<file path="config.mk">
export PLATFORM = sky130hd
export DESIGN_NAME = vcmp_unit
export DESIGN_NICKNAME = d
export VERILOG_FILES = /design/src/rtl/vcmp_pkg.sv /design/src/rtl/vcmp_int_lanes.sv /design/src/rtl/vcmp_fp_lane.sv /design/src/rtl/vcmp_ctrl.sv /design/src/rtl/vcmp_datapath.sv /design/src/rtl/vcmp_unit.sv
export SDC_FILE = /design/constraint.sdc
export NUM_CORES = 1
export LEC_CHECK = 0
export BUFFER_PORTS_ARGS = -buffer_cell sky130_fd_sc_hd__buf_2
export CORE_MARGIN = 4
export CORE_UTILIZATION = 25
export CTS_BUF_LIST = sky130_fd_sc_hd__clkbuf_8 sky130_fd_sc_hd__clkbuf_16
export CTS_CLUSTER_DIAMETER = 60
export DETAILED_ROUTE_END_ITERATION = 6
export HOLD_SLACK_MARGIN = 0.1
export PLACE_DENSITY = 0.47
export SYNTH_ARGS = -nofsm -noshare
export SYNTH_HDL_FRONTEND = slang
export SYNTH_HIERARCHICAL = 1
export SYNTH_SLANG_ARGS = --single-unit
</file>
<file path="constraint.sdc">
create_clock -name clk -period 0.97 [get_ports clk]
set_input_delay 0.0485 -clock clk [delete_from_list [all_inputs] [get_ports clk]]
set_output_delay 0.0485 -clock clk [all_outputs]
set_load 0.1 [all_outputs]
</file>
<file path="src/rtl/vcmp_pkg.sv">
package vcmp_pkg;

  typedef enum logic [3:0] {
    OP_EQ_B  = 4'd0,
    OP_EQ_H  = 4'd1,
    OP_EQ_W  = 4'd2,
    OP_GTU_B = 4'd3,
    OP_GTU_H = 4'd4,
    OP_GTU_W = 4'd5,
    OP_GTS_B = 4'd6,
    OP_GTS_H = 4'd7,
    OP_GTS_W = 4'd8,
    OP_EQ_F  = 4'd9,
    OP_GE_F  = 4'd10,
    OP_GT_F  = 4'd11,
    OP_BND_F = 4'd12
  } opcode_e;

  typedef enum logic [1:0] {SZ_B, SZ_H, SZ_W} laneSz_e;
  typedef enum logic [1:0] {K_EQ, K_GT, K_GE, K_BND} cmpKind_e;

  typedef struct packed {
    laneSz_e  laneSz;
    cmpKind_e kind;
    logic     isSigned;
    logic     isFloat;
    logic     isNull;
    logic     recordUpd;
  } ctrlStrobes_t;

  localparam logic [3:0] SUM_ALL   = 4'h8;
  localparam logic [3:0] SUM_NONE  = 4'h2;
  localparam logic [3:0] SUM_MIXED = 4'h0;

endpackage

</file>
<file path="src/rtl/vcmp_int_lanes.sv">
module vcmp_int_lanes #(
  parameter int VEC_W  = 128,
  parameter int LANE_W = 8,
  localparam int NL    = VEC_W / LANE_W
) (
  input  logic [VEC_W-1:0] srcA,
  input  logic [VEC_W-1:0] srcB,
  output logic [NL-1:0]    eqV,
  output logic [NL-1:0]    gtuV,
  output logic [NL-1:0]    gtsV
);
  for (genvar i = 0; i < NL; i++) begin : g_lane
    logic [LANE_W-1:0] la, lb;
    assign la = srcA[i*LANE_W +: LANE_W];
    assign lb = srcB[i*LANE_W +: LANE_W];
    assign eqV[i]  = (la == lb);
    assign gtuV[i] = (la > lb);
    assign gtsV[i] = ($signed(la) > $signed(lb));
  end
endmodule

</file>
<file path="src/rtl/vcmp_fp_lane.sv">
module vcmp_fp_lane #(
  parameter int FW = 32,
  localparam int EW = 8,
  localparam int MW = FW - EW - 1
) (
  input  logic [FW-1:0] a,
  input  logic [FW-1:0] b,
  output logic          eqO,
  output logic          gtO,
  output logic          geO,
  output logic          leO,
  output logic          geNegO
);
  logic [FW-1:0] negB;
  logic nanA, nanB, zeroA, zeroB, anyNan;
  logic [FW-1:0] keyA, keyB, keyNegB;

  function automatic logic [FW-1:0] orderKey(input logic [FW-1:0] x);
    if (x[FW-2:0] == '0)  return {1'b1, {(FW-1){1'b0}}};
    else if (x[FW-1])     return ~x;
    else                  return {1'b1, x[FW-2:0]};
  endfunction

  assign negB   = {~b[FW-1], b[FW-2:0]};
  assign nanA   = (&a[FW-2 -: EW]) && (|a[MW-1:0]);
  assign nanB   = (&b[FW-2 -: EW]) && (|b[MW-1:0]);
  assign zeroA  = (a[FW-2:0] == '0);
  assign zeroB  = (b[FW-2:0] == '0);
  assign anyNan = nanA | nanB;

  assign keyA    = orderKey(a);
  assign keyB    = orderKey(b);
  assign keyNegB = orderKey(negB);

  assign eqO    = !anyNan && (keyA == keyB);
  assign gtO    = !anyNan && (keyA >  keyB);
  assign geO    = !anyNan && (keyA >= keyB);
  assign leO    = !anyNan && (keyA <= keyB);
  assign geNegO = !anyNan && (keyA >= keyNegB);

  always_comb begin
    if (anyNan) begin
      p_nan_false_r7: assert (!eqO && !gtO && !geO && !leO && !geNegO)
        else $error("NaN operand produced a true float compare");
    end
    if (zeroA && zeroB && !anyNan) begin
      p_zero_equal_r8: assert (eqO && leO && geO && geNegO)
        else $error("signed zeros did not compare equal");
    end
  end
endmodule

</file>
<file path="src/rtl/vcmp_ctrl.sv">
module vcmp_ctrl
  import vcmp_pkg::*;
(
  input  logic         clk,
  input  logic         rstN,
  input  logic [3:0]   opSel,
  input  logic         recordEn,
  output ctrlStrobes_t strb,
  output logic         summaryValid
);
  always_comb begin
    strb           = '0;
    strb.recordUpd = recordEn;
    unique case (opSel)
      OP_EQ_B:  begin strb.laneSz = SZ_B; strb.kind = K_EQ; end
      OP_EQ_H:  begin strb.laneSz = SZ_H; strb.kind = K_EQ; end
      OP_EQ_W:  begin strb.laneSz = SZ_W; strb.kind = K_EQ; end
      OP_GTU_B: begin strb.laneSz = SZ_B; strb.kind = K_GT; end
      OP_GTU_H: begin strb.laneSz = SZ_H; strb.kind = K_GT; end
      OP_GTU_W: begin strb.laneSz = SZ_W; strb.kind = K_GT; end
      OP_GTS_B: begin strb.laneSz = SZ_B; strb.kind = K_GT; strb.isSigned = 1'b1; end
      OP_GTS_H: begin strb.laneSz = SZ_H; strb.kind = K_GT; strb.isSigned = 1'b1; end
      OP_GTS_W: begin strb.laneSz = SZ_W; strb.kind = K_GT; strb.isSigned = 1'b1; end
      OP_EQ_F:  begin strb.laneSz = SZ_W; strb.kind = K_EQ;  strb.isFloat = 1'b1; end
      OP_GE_F:  begin strb.laneSz = SZ_W; strb.kind = K_GE;  strb.isFloat = 1'b1; end
      OP_GT_F:  begin strb.laneSz = SZ_W; strb.kind = K_GT;  strb.isFloat = 1'b1; end
      OP_BND_F: begin strb.laneSz = SZ_W; strb.kind = K_BND; strb.isFloat = 1'b1; end
      default:  strb.isNull = 1'b1;
    endcase
  end

  always_ff @(posedge clk or negedge rstN) begin
    if (!rstN) summaryValid <= 1'b0;
    else       summaryValid <= recordEn;
  end
endmodule

</file>
<file path="src/rtl/vcmp_datapath.sv">
module vcmp_datapath
  import vcmp_pkg::*;
#(
  parameter int VEC_W = 128,
  localparam int NB = VEC_W / 8,
  localparam int NH = VEC_W / 16,
  localparam int NW = VEC_W / 32
) (
  input  logic             clk,
  input  logic             rstN,
  input  ctrlStrobes_t     strb,
  input  logic [VEC_W-1:0] srcA,
  input  logic [VEC_W-1:0] srcB,
  output logic [VEC_W-1:0] maskQ,
  output logic [3:0]       sumQ
);
  logic [NB-1:0] eqB, gtuB, gtsB, hitB;
  logic [NH-1:0] eqH, gtuH, gtsH, hitH;
  logic [NW-1:0] eqW, gtuW, gtsW, hitW;
  logic [NW-1:0] fEq, fGt, fGe, fLe, fGeNeg, hitF;
  logic [VEC_W-1:0] expB, expH, expW, expF, bndMask, maskD;
  logic [3:0] sumD;
  logic boundQ, nullQ;

  vcmp_int_lanes #(.VEC_W(VEC_W), .LANE_W(8)) u_lanesB (
    .srcA(srcA), .srcB(srcB), .eqV(eqB), .gtuV(gtuB), .gtsV(gtsB));
  vcmp_int_lanes #(.VEC_W(VEC_W), .LANE_W(16)) u_lanesH (
    .srcA(srcA), .srcB(srcB), .eqV(eqH), .gtuV(gtuH), .gtsV(gtsH));
  vcmp_int_lanes #(.VEC_W(VEC_W), .LANE_W(32)) u_lanesW (
    .srcA(srcA), .srcB(srcB), .eqV(eqW), .gtuV(gtuW), .gtsV(gtsW));

  for (genvar w = 0; w < NW; w++) begin : g_fp
    vcmp_fp_lane #(.FW(32)) u_fp (
      .a(srcA[w*32 +: 32]), .b(srcB[w*32 +: 32]),
      .eqO(fEq[w]), .gtO(fGt[w]), .geO(fGe[w]), .leO(fLe[w]), .geNegO(fGeNeg[w]));
    assign bndMask[w*32 +: 32] = {~fLe[w], ~fGeNeg[w], 30'b0};
    assign expW[w*32 +: 32]    = {32{hitW[w]}};
    assign expF[w*32 +: 32]    = {32{hitF[w]}};
  end

  for (genvar i = 0; i < NB; i++) begin : g_expB
    assign expB[i*8 +: 8] = {8{hitB[i]}};
  end
  for (genvar i = 0; i < NH; i++) begin : g_expH
    assign expH[i*16 +: 16] = {16{hitH[i]}};
  end

  always_comb begin
    if (strb.kind == K_EQ) begin
      hitB = eqB; hitH = eqH; hitW = eqW;
    end else if (strb.isSigned) begin
      hitB = gtsB; hitH = gtsH; hitW = gtsW;
    end else begin
      hitB = gtuB; hitH = gtuH; hitW = gtuW;
    end
    unique case (strb.kind)
      K_EQ:    hitF = fEq;
      K_GT:    hitF = fGt;
      default: hitF = fGe;
    endcase
  end

  always_comb begin
    if (strb.isNull)               maskD = '0;
    else if (strb.kind == K_BND)   maskD = bndMask;
    else if (strb.isFloat)         maskD = expF;
    else begin
      unique case (strb.laneSz)
        SZ_B:    maskD = expB;
        SZ_H:    maskD = expH;
        default: maskD = expW;
      endcase
    end
  end

  always_comb begin
    if (maskD == '0)                            sumD = SUM_NONE;
    else if (strb.kind != K_BND && (&maskD))    sumD = SUM_ALL;
    else                                        sumD = SUM_MIXED;
  end

  always_ff @(posedge clk or negedge rstN) begin
    if (!rstN) begin
      maskQ  <= '0;
      sumQ   <= SUM_MIXED;
      boundQ <= 1'b0;
      nullQ  <= 1'b0;
    end else begin
      maskQ  <= maskD;
      boundQ <= (strb.kind == K_BND) && !strb.isNull;
      nullQ  <= strb.isNull;
      if (strb.recordUpd) sumQ <= sumD;
    end
  end

  function automatic logic bytesUniform(input logic [VEC_W-1:0] m);
    for (int i = 0; i < NB; i++)
      if (m[i*8 +: 8] != 8'h00 && m[i*8 +: 8] != 8'hFF) return 1'b0;
    return 1'b1;
  endfunction

  function automatic logic boundLowClear(input logic [VEC_W-1:0] m);
    for (int w = 0; w < NW; w++)
      if (m[w*32 +: 30] != '0) return 1'b0;
    return 1'b1;
  endfunction

  p_lane_uniform_r2: assert property (@(posedge clk) disable iff (!rstN)
    !boundQ |-> bytesUniform(maskQ))
    else $error("non-bounds result lane is not all ones or all zeros");

  p_bound_low_zero_r5: assert property (@(posedge clk) disable iff (!rstN)
    boundQ |-> boundLowClear(maskQ))
    else $error("bounds result has bits below 30 set");

  p_null_zero_r10: assert property (@(posedge clk) disable iff (!rstN)
    nullQ |-> (maskQ == '0))
    else $error("reserved opcode produced a nonzero mask");
endmodule

</file>
<file path="src/rtl/vcmp_unit.sv">
module vcmp_unit
  import vcmp_pkg::*;
#(
  parameter int VEC_W = 128
) (
  input  logic             clk,
  input  logic             rstN,
  input  logic [3:0]       opSel,
  input  logic             recordEn,
  input  logic [VEC_W-1:0] srcA,
  input  logic [VEC_W-1:0] srcB,
  output logic [VEC_W-1:0] maskOut,
  output logic [3:0]       summaryOut,
  output logic             summaryValid
);
  ctrlStrobes_t strb;

  vcmp_ctrl u_ctrl (
    .clk(clk), .rstN(rstN), .opSel(opSel), .recordEn(recordEn),
    .strb(strb), .summaryValid(summaryValid));

  vcmp_datapath #(.VEC_W(VEC_W)) u_dp (
    .clk(clk), .rstN(rstN), .strb(strb), .srcA(srcA), .srcB(srcB),
    .maskQ(maskOut), .sumQ(summaryOut));

  p_summary_hold_r9: assert property (@(posedge clk) disable iff (!rstN)
    !summaryValid |-> $stable(summaryOut))
    else $error("summary changed without a recorded operation");

  p_summary_code_r4: assert property (@(posedge clk) disable iff (!rstN)
    summaryValid |-> (summaryOut == SUM_ALL || summaryOut == SUM_NONE || summaryOut == SUM_MIXED))
    else $error("summary holds an undefined code");

  p_all_true_r4: assert property (@(posedge clk) disable iff (!rstN)
    (summaryValid && summaryOut == SUM_ALL) |-> (&maskOut))
    else $error("all-true summary with a false lane");

  p_none_true_r6: assert property (@(posedge clk) disable iff (!rstN)
    (summaryValid && summaryOut == SUM_NONE) |-> (maskOut == '0))
    else $error("none-true summary with a nonzero mask");
endmodule

</file>
# == Yosys cells after proc, flatten, opt, wreduce, memory -nomap -nowiden ==
# Index checks and enable logic that the tools add are counted.
# totals
register_bits,133
output_inout_bits,133
# classes
order_cmp,72
n_eq_ne,48
n_mux,40
bitwise,28
reduce_logical,69
# ops
op,count
32-bit two-way mux,24
32-bit > comparator,12
128-bit two-way mux,3
32-bit NOT,12
32-bit == test,8
32-bit >= comparator,8
16-bit > comparator,16
8-bit > comparator,32
128-bit one-hot mux with 2 select lines,1
31-bit logical NOT,8
23-bit OR reduction,8
16-bit == test,8
8-bit == test,16
32-bit less-or-equal comparator,4
128-bit logical NOT,1
128-bit AND reduction,1
8-bit AND reduction,8
16-bit two-way mux,2
1-bit logical AND,29
4-bit one-hot mux with 7 select lines,1
4-bit == test (second input constant),5
4-bit by 3-bit == test with 1-bit output (second input constant),4
4-bit two-way mux,4
8-bit two-way mux,2
16 further kinds,40

# == Longest topological paths before layout ==
# depth
word_depth,13
ltp_mapped,21
ltp_nobuf,18

# == By module ==
# The synthesis kept the hierarchy.
# modules_own_cells
mod,instances,cells_each,area_each_um2,seq_area_each_um2
vcmp_fp_lane at u_dp.g_fp[0].u_fp ...,3,391,2791.4,0.0
vcmp_int_lanes at u_dp.u_lanesB,1,507,3662.3,0.0
vcmp_int_lanes at u_dp.u_lanesH,1,481,3418.3,0.0
vcmp_int_lanes at u_dp.u_lanesW,1,466,3309.4,0.0
vcmp_datapath,1,395,3206.8,650.6
vcmp_fp_lane at u_dp.g_fp[2].u_fp,1,389,2836.5,0.0
vcmp_ctrl,1,24,180.2,25.0

# == Worst setup path before layout ==
# Ideal clock, no wire load.
# synth_timing
kind,in2reg
startpoint,in srcB[49]
endpoint,reg u_dp.sumQ[1]
t_arrival_ns,4.306
setup_slack_ns,-3.439
path_stages,21
n_path_buf,3
cell_sequence,nor4_1 -> nand4_1 -> or2_1 -> buf_6 -> buf_2 -> clkbuf_1 -> nand2_1 -> ha_1 -> a21oi_1 -> o21ai_0 -> a221o_1 -> a211oi_1 -> o2111ai_1 -> and3b_1 -> and2_1 -> or4_4 -> o2111ai_4 -> a21oi_2 -> nor4_2 -> nand4b_1 -> o41ai_2
# synth_via
elab_chain_cells,11
# synth_rtl
item,line,source
"start, declared",vcmp_unit.sv:11,"input logic [VEC_W-1:0] srcB,"
branches (longest 4 deep; another with 32-bit > comparator),--,
1-bit logical AND *,vcmp_fp_lane.sv:36,assign gtO = !anyNan && (keyA > keyB);
via u_dp.fGt[1],vcmp_datapath.sv:20,"logic [NW-1:0] fEq, fGt, fGe, fLe, fGeNeg, hitF;"
4-bit one-hot mux with 2 select lines *,vcmp_datapath.sv:56,unique case (strb.kind)
128-bit two-way mux *,vcmp_datapath.sv:66,else if (strb.isFloat) maskD = expF;
128-bit two-way mux *,vcmp_datapath.sv:65,else if (strb.kind == K_BND) maskD = bndMask;
128-bit two-way mux *,vcmp_datapath.sv:64,if (strb.isNull) maskD = '0;
via u_dp.maskD[48],vcmp_datapath.sv:21,"logic [VEC_W-1:0] expB, expH, expW, expF, bndMask, maskD;"
128-bit logical NOT *,vcmp_datapath.sv:77,if (maskD == '0) sumD = SUM_NONE;
4-bit two-way mux *,vcmp_datapath.sv:77,
"end signal, assigned",vcmp_datapath.sv:92,if (strb.recordUpd) sumQ <= sumD;
"end, declared",vcmp_datapath.sv:15,output logic [3:0] sumQ
# Mark *: on every way through the listed nets, which the timed path passes.
# A chain may end at the register's enable or synchronous reset.

# == Worst setup path after layout ==
# layout_timing
startpoint,in srcA[19]
endpoint,reg u_dp.sumQ[1]
# layout_via
elab_chain_cells,11
# layout_rtl
item,line,source
"start, declared",vcmp_unit.sv:10,"input logic [VEC_W-1:0] srcA,"
branches (longest 4 deep; another with 32-bit > comparator),--,
1-bit logical AND *,vcmp_fp_lane.sv:36,
via u_dp.fGt[0],vcmp_datapath.sv:20,
4-bit one-hot mux with 2 select lines *,vcmp_datapath.sv:56,
128-bit two-way mux *,vcmp_datapath.sv:66,
128-bit two-way mux *,vcmp_datapath.sv:65,
128-bit two-way mux *,vcmp_datapath.sv:64,
128-bit logical NOT *,vcmp_datapath.sv:77,
4-bit two-way mux *,vcmp_datapath.sv:77,
# Marked as above.

==> insert_results.sql <==
INSERT INTO impl_metrics (metric_group, metric, value, unit) VALUES
('clocking', 'clock_latency', '280', 'ps'),
('synthesis', 'postSynth.asyncResetShare', '100', '%'),
('power_and_ir_drop', 'cell_internal_pwr', '16.4', 'mW'),
('synthesis', 'synth_cells', '3435', ''),
('synthesis', 'seq_area_frac_synth', '2.70', '%'),
('die', 'start_util', '25.3', '%'),
('worst_setup_path', 'critical_path_class', 'in -> reg', ''),
('global_route', 'maximum_number_of_pins_on_one_net_before_global_route_repair', '28', ''),
('place', 'dp_hpwl', '90200', 'um'),
('synthesis', 'synth_edf_count', '0', ''),
('route', 'routed-via-count', '28300', ''),
('sta', 'fin_worst_skew', '0', 'ps'),
('power_and_ir_drop', 'p_per_area', '941', 'mW/mm2'),
('worst_setup_path', 'rrSetupSlack', '-50', 'ps'),
('finish', 'finalNetCount', '5501', ''),
('synthesis', 'synthXorXnorAreaFrac', '8.90', '%'),
('place', 'placed_cells', '5837', ''),
('worst_setup_path', 'worstPathRequired', '1160', 'ps'),
('synthesis', 'synth_area_per_cell', '7.27', 'um2'),
('die', 'die_height', '324', 'um'),
('synthesis', 'synth-warning-count', '6', ''),
('outcome', 'run_status', 'finished, violations left', ''),
('finish', 'utilization', '39.9', '%'),
('outcome', 'violations_in_the_final_reports', 'negative setup slack', ''),
('power_and_ir_drop', 'worst_ir_drop_vdd', '0.000988', 'V'),
('worst_hold_path', 'min_delay_worst_endpoint', 'u_dp/sumQ[3]$_DFFE_PN0P_', ''),
('die', 'dieArea', '0.105', 'mm2'),
('sta', 'max_freq', '240', 'MHz'),
('finish', 'area_added_between_synthesis_and_finish', '57.5', '%'),
('finish', 'drive_above_1_share', '38.3', '%'),
('clocking', 'cts_sinks', '27', ''),
('synthesis', 'synthSimpleGateAreaFrac', '24.0', '%'),
('sta', 'timing.final.ws_setup', '-3200', 'ps'),
('worst_setup_path', 'critical_path_start_type', 'input pin', ''),
('clocking', 'cts_inserted_buffers', '3', ''),
('global_route', 'global_route_wire_length_before_repair', '159000', 'um'),
('sta', 'maxSlewHeadroom', '44.8', '%'),
('route', 'via_per_inst', '4.80', ''),
('worst_setup_path', 'critical_path.endpoint_type', 'flop', ''),
('power_and_ir_drop', 'total_switching_power', '20.6', 'mW'),
('synthesis', 'synth_top_flop_cell', 'sky130_fd_sc_hd__dfrtp_1', ''),
('sta', 'hold_viol', '0', ''),
('power_and_ir_drop', 'pwr-share-comb', '90.9', '%'),
('clocking', 'root_buffer', 'sky130_fd_sc_hd__clkbuf_16', ''),
('synthesis', 'library_cells_used_by_synthesis', '98', ''),
('synthesis', 'synth-compound-area-share', '19.3', '%'),
('synthesis', 'netlist_area', '0.0250', 'mm2'),
('worst_setup_path', 'critical_path_peak_fanout', '6', ''),
('place', 'routabilityCongestion', '0.896', ''),
('worst_setup_path', 'worstReg2RegStart', 'u_dp/sumQ[3]$_DFFE_PN0P_', ''),
('synthesis', 'synth.mux.area_fraction', '1.32', '%'),
('sta', 'setup-violations-final', '147', ''),
('die', 'die_w', '324', 'um'),
('clocking', 'cts.path.max_buffers', '2', ''),
('finish', 'finalNonFillerCells', '5895', ''),
('sta', 'worstMarginPinSlew', '821', 'ps'),
('worst_hold_path', 'hold_path.class', 'in -> reg', ''),
('place', 'port-buffer-count', '393', ''),
('power_and_ir_drop', 'power.leakage', '20.0', 'nW'),
('route', 'wirelength', '104000', 'um'),
('sta', 'final-max-slew-violation-count', '0', ''),
('global_route', 'gr-usage-all-layers', '19.1', '%'),
('worst_setup_path', 'r2r_cells', '3', ''),
('clocking', 'tritoncts_clock_tree', 'yes', ''),
('power_and_ir_drop', 'power_switching_share', '55.6', '%'),
('die', 'core-area', '0.0987', 'mm2'),
('worst_setup_path', 'crit_arrival', '4360', 'ps'),
('sta', 'setup_total_negative_slack', '-91490', 'ps'),
('route', 'avgRoutedWirePerCell', '17.7', 'um'),
('worst_hold_path', 'worst_hold_startpoint', 'recordEn', ''),
('worst_setup_path', 'capture_instance_of_the_worst_register_to_register_path', 'u_dp/sumQ[3]$_DFFE_PN0P_', '');
-- kinds of logic (layout without fill, tap and decap cells) --
| family | Yosys count | count (layout) |
|---|---|---|
| other | 1 | 5 |
| flip-flops | 27 | 27 |
| XOR/XNOR | 254 | 254 |
| buffers and inverters | 654 | 1823 |
| multiplexers | 33 | 33 |
| AO/OA/AOI/OAI | 704 | 704 |
| AND/OR/NAND/NOR | 1126 | 1126 |
| adder cells (fa/ha/maj) | 636 | 636 |
-- metal layers --
metal | up-vias | track usage (%) | share of wire [%]
met5 | - | 0 | 0.039
met2 | 592 | 32.7 | 47
met4 | 6 | 4.60 | 2.3
met3 | 105 | 2.08 | 4.7
li1 | 14500 | - | -
met1 | 13100 | 25.7 | 46
-- cells in the final DEF (no fill, tap or decap), drive strengths merged, types with 18 or more instances in the layout --
master / Yosys / routed
o21a: 33 / 33
and4: 18 / 18
a21oi: 234 / 234
a221oi: 22 / 22
a211oi: 39 / 39
mux2i: 33 / 33
a31oi: 19 / 19
nand4: 152 / 152
o211ai: 55 / 55
nand3: 38 / 38
o31ai: 25 / 25
or3: 24 / 24
xor2: 88 / 88
ha: 632 / 632
inv: 451 / 451
a21o: 64 / 64
nand2: 237 / 237
xnor2: 166 / 166
nor2: 270 / 270
nor2b: 48 / 48
buf: 147 / 1365
nand2b: 96 / 96
nor4: 79 / 79
dfrtp: 27 / 27
o21ai: 109 / 109
nor3: 46 / 46
or2: 58 / 58
-- layout make-up --
class                      instances  area, um2
sequential                        27        736
tap                             1287       1610
multi-input combinational       2755      23300
clock inverter                     1       7.51
fill                           10200      59400
clock buffer                       3       75.1
inverter                         451       1690
timing repair buffer            1368      11900
antenna                            3       7.51
-- repair_timing --
item / 4_1_cts / 5_1_grt
gates cloned: 6 / 0
hold buffers: 2 / 0
endpoints found under the hold margin: 28 / 0
setup endpoints to repair: 147 / 149
gates resized for setup: 277 / 73
pin swaps: 100 / 52
buffers inserted: 51 / 15
-- synth_stat cells (all sizes together) (64+ instances only) --
master / n / share of area, %
a21oi: 234 / 4.8
xor2: 88 / 3.1
nand2b: 96 / 2.4
ha: 632 / 32
nor4: 79 / 2.5
nor2: 270 / 4.1
nand2: 237 / 3.6
xnor2: 166 / 5.8
inv: 451 / 6.8
buf: 147 / 4.3
o21ai: 109 / 2.2
nand4: 152 / 3.8
a21o: 64 / 1.9
-- state kept, by name (all words and copies together) (netlist names) --
name                 count
u_dp/maskQ              24
u_dp/sumQ                2
u_ctrl/summaryValid      1
-- stage by stage --
step / setup slack (ps) / total power, mW / hold slack, ps / instance area, um2
final: -3200 / 37.0 / 192 / 39400
after floorplan: -2910 / 22.3 / -247 / 26200
after detailed placement: -3970 / 34.4 / 27.4 / 37000
after global placement: -3930 / 34.2 / 26.3 / 37000
after global routing: -3450 / 39.8 / 208 / 39300
after CTS: -3150 / 36.9 / 186 / 39000
-- how the worst max path moves through the flow --
stage               slack (ps)  startpoint                        to
floorplan                -2910    srcB[37]  u_dp/sumQ[1]$_DFFE_PN0P_
global placement         -3930     srcA[0]  u_dp/sumQ[1]$_DFFE_PN0P_
detailed placement       -3970     srcA[0]  u_dp/sumQ[1]$_DFFE_PN0P_
CTS                      -3150    srcA[43]  u_dp/sumQ[1]$_DFFE_PN0P_
global route             -3450    srcA[43]  u_dp/sumQ[1]$_DFFE_PN0P_
finish                   -3200    srcA[19]  u_dp/sumQ[1]$_DFFE_PN0P_
-- critical path: stages --
cell                        delay [ps]
sky130_fd_sc_hd__buf_2             120
sky130_fd_sc_hd__nor4_4            400
sky130_fd_sc_hd__nand4_1           210
sky130_fd_sc_hd__nor3_2            180
sky130_fd_sc_hd__buf_4             160
sky130_fd_sc_hd__buf_8             140
sky130_fd_sc_hd__nor2_1             80
sky130_fd_sc_hd__ha_1              300
sky130_fd_sc_hd__nand4_1           170
sky130_fd_sc_hd__buf_4             190
sky130_fd_sc_hd__nor4_4            310
sky130_fd_sc_hd__buf_4             180
sky130_fd_sc_hd__nand2_1           110
sky130_fd_sc_hd__nor2_1            150
sky130_fd_sc_hd__a32oi_2            80
sky130_fd_sc_hd__and3b_1           210
sky130_fd_sc_hd__nor2b_1           140
sky130_fd_sc_hd__o21ai_2           110
sky130_fd_sc_hd__o2111ai_4         130
sky130_fd_sc_hd__a21oi_1            80
sky130_fd_sc_hd__or4_1             520
sky130_fd_sc_hd__o41ai_2           330
-- power by group through the flow --
stage	clock [mW]	sequential, mW	combinational, mW
floorplan	0	3.33	19.0
global placement	0	2.41	31.8
detailed placement	0	2.42	32.0
CTS	1.11	2.34	33.5
global route	1.15	2.37	36.3
finish	1.05	2.30	33.7
Power figures use the tool's default switching activity.
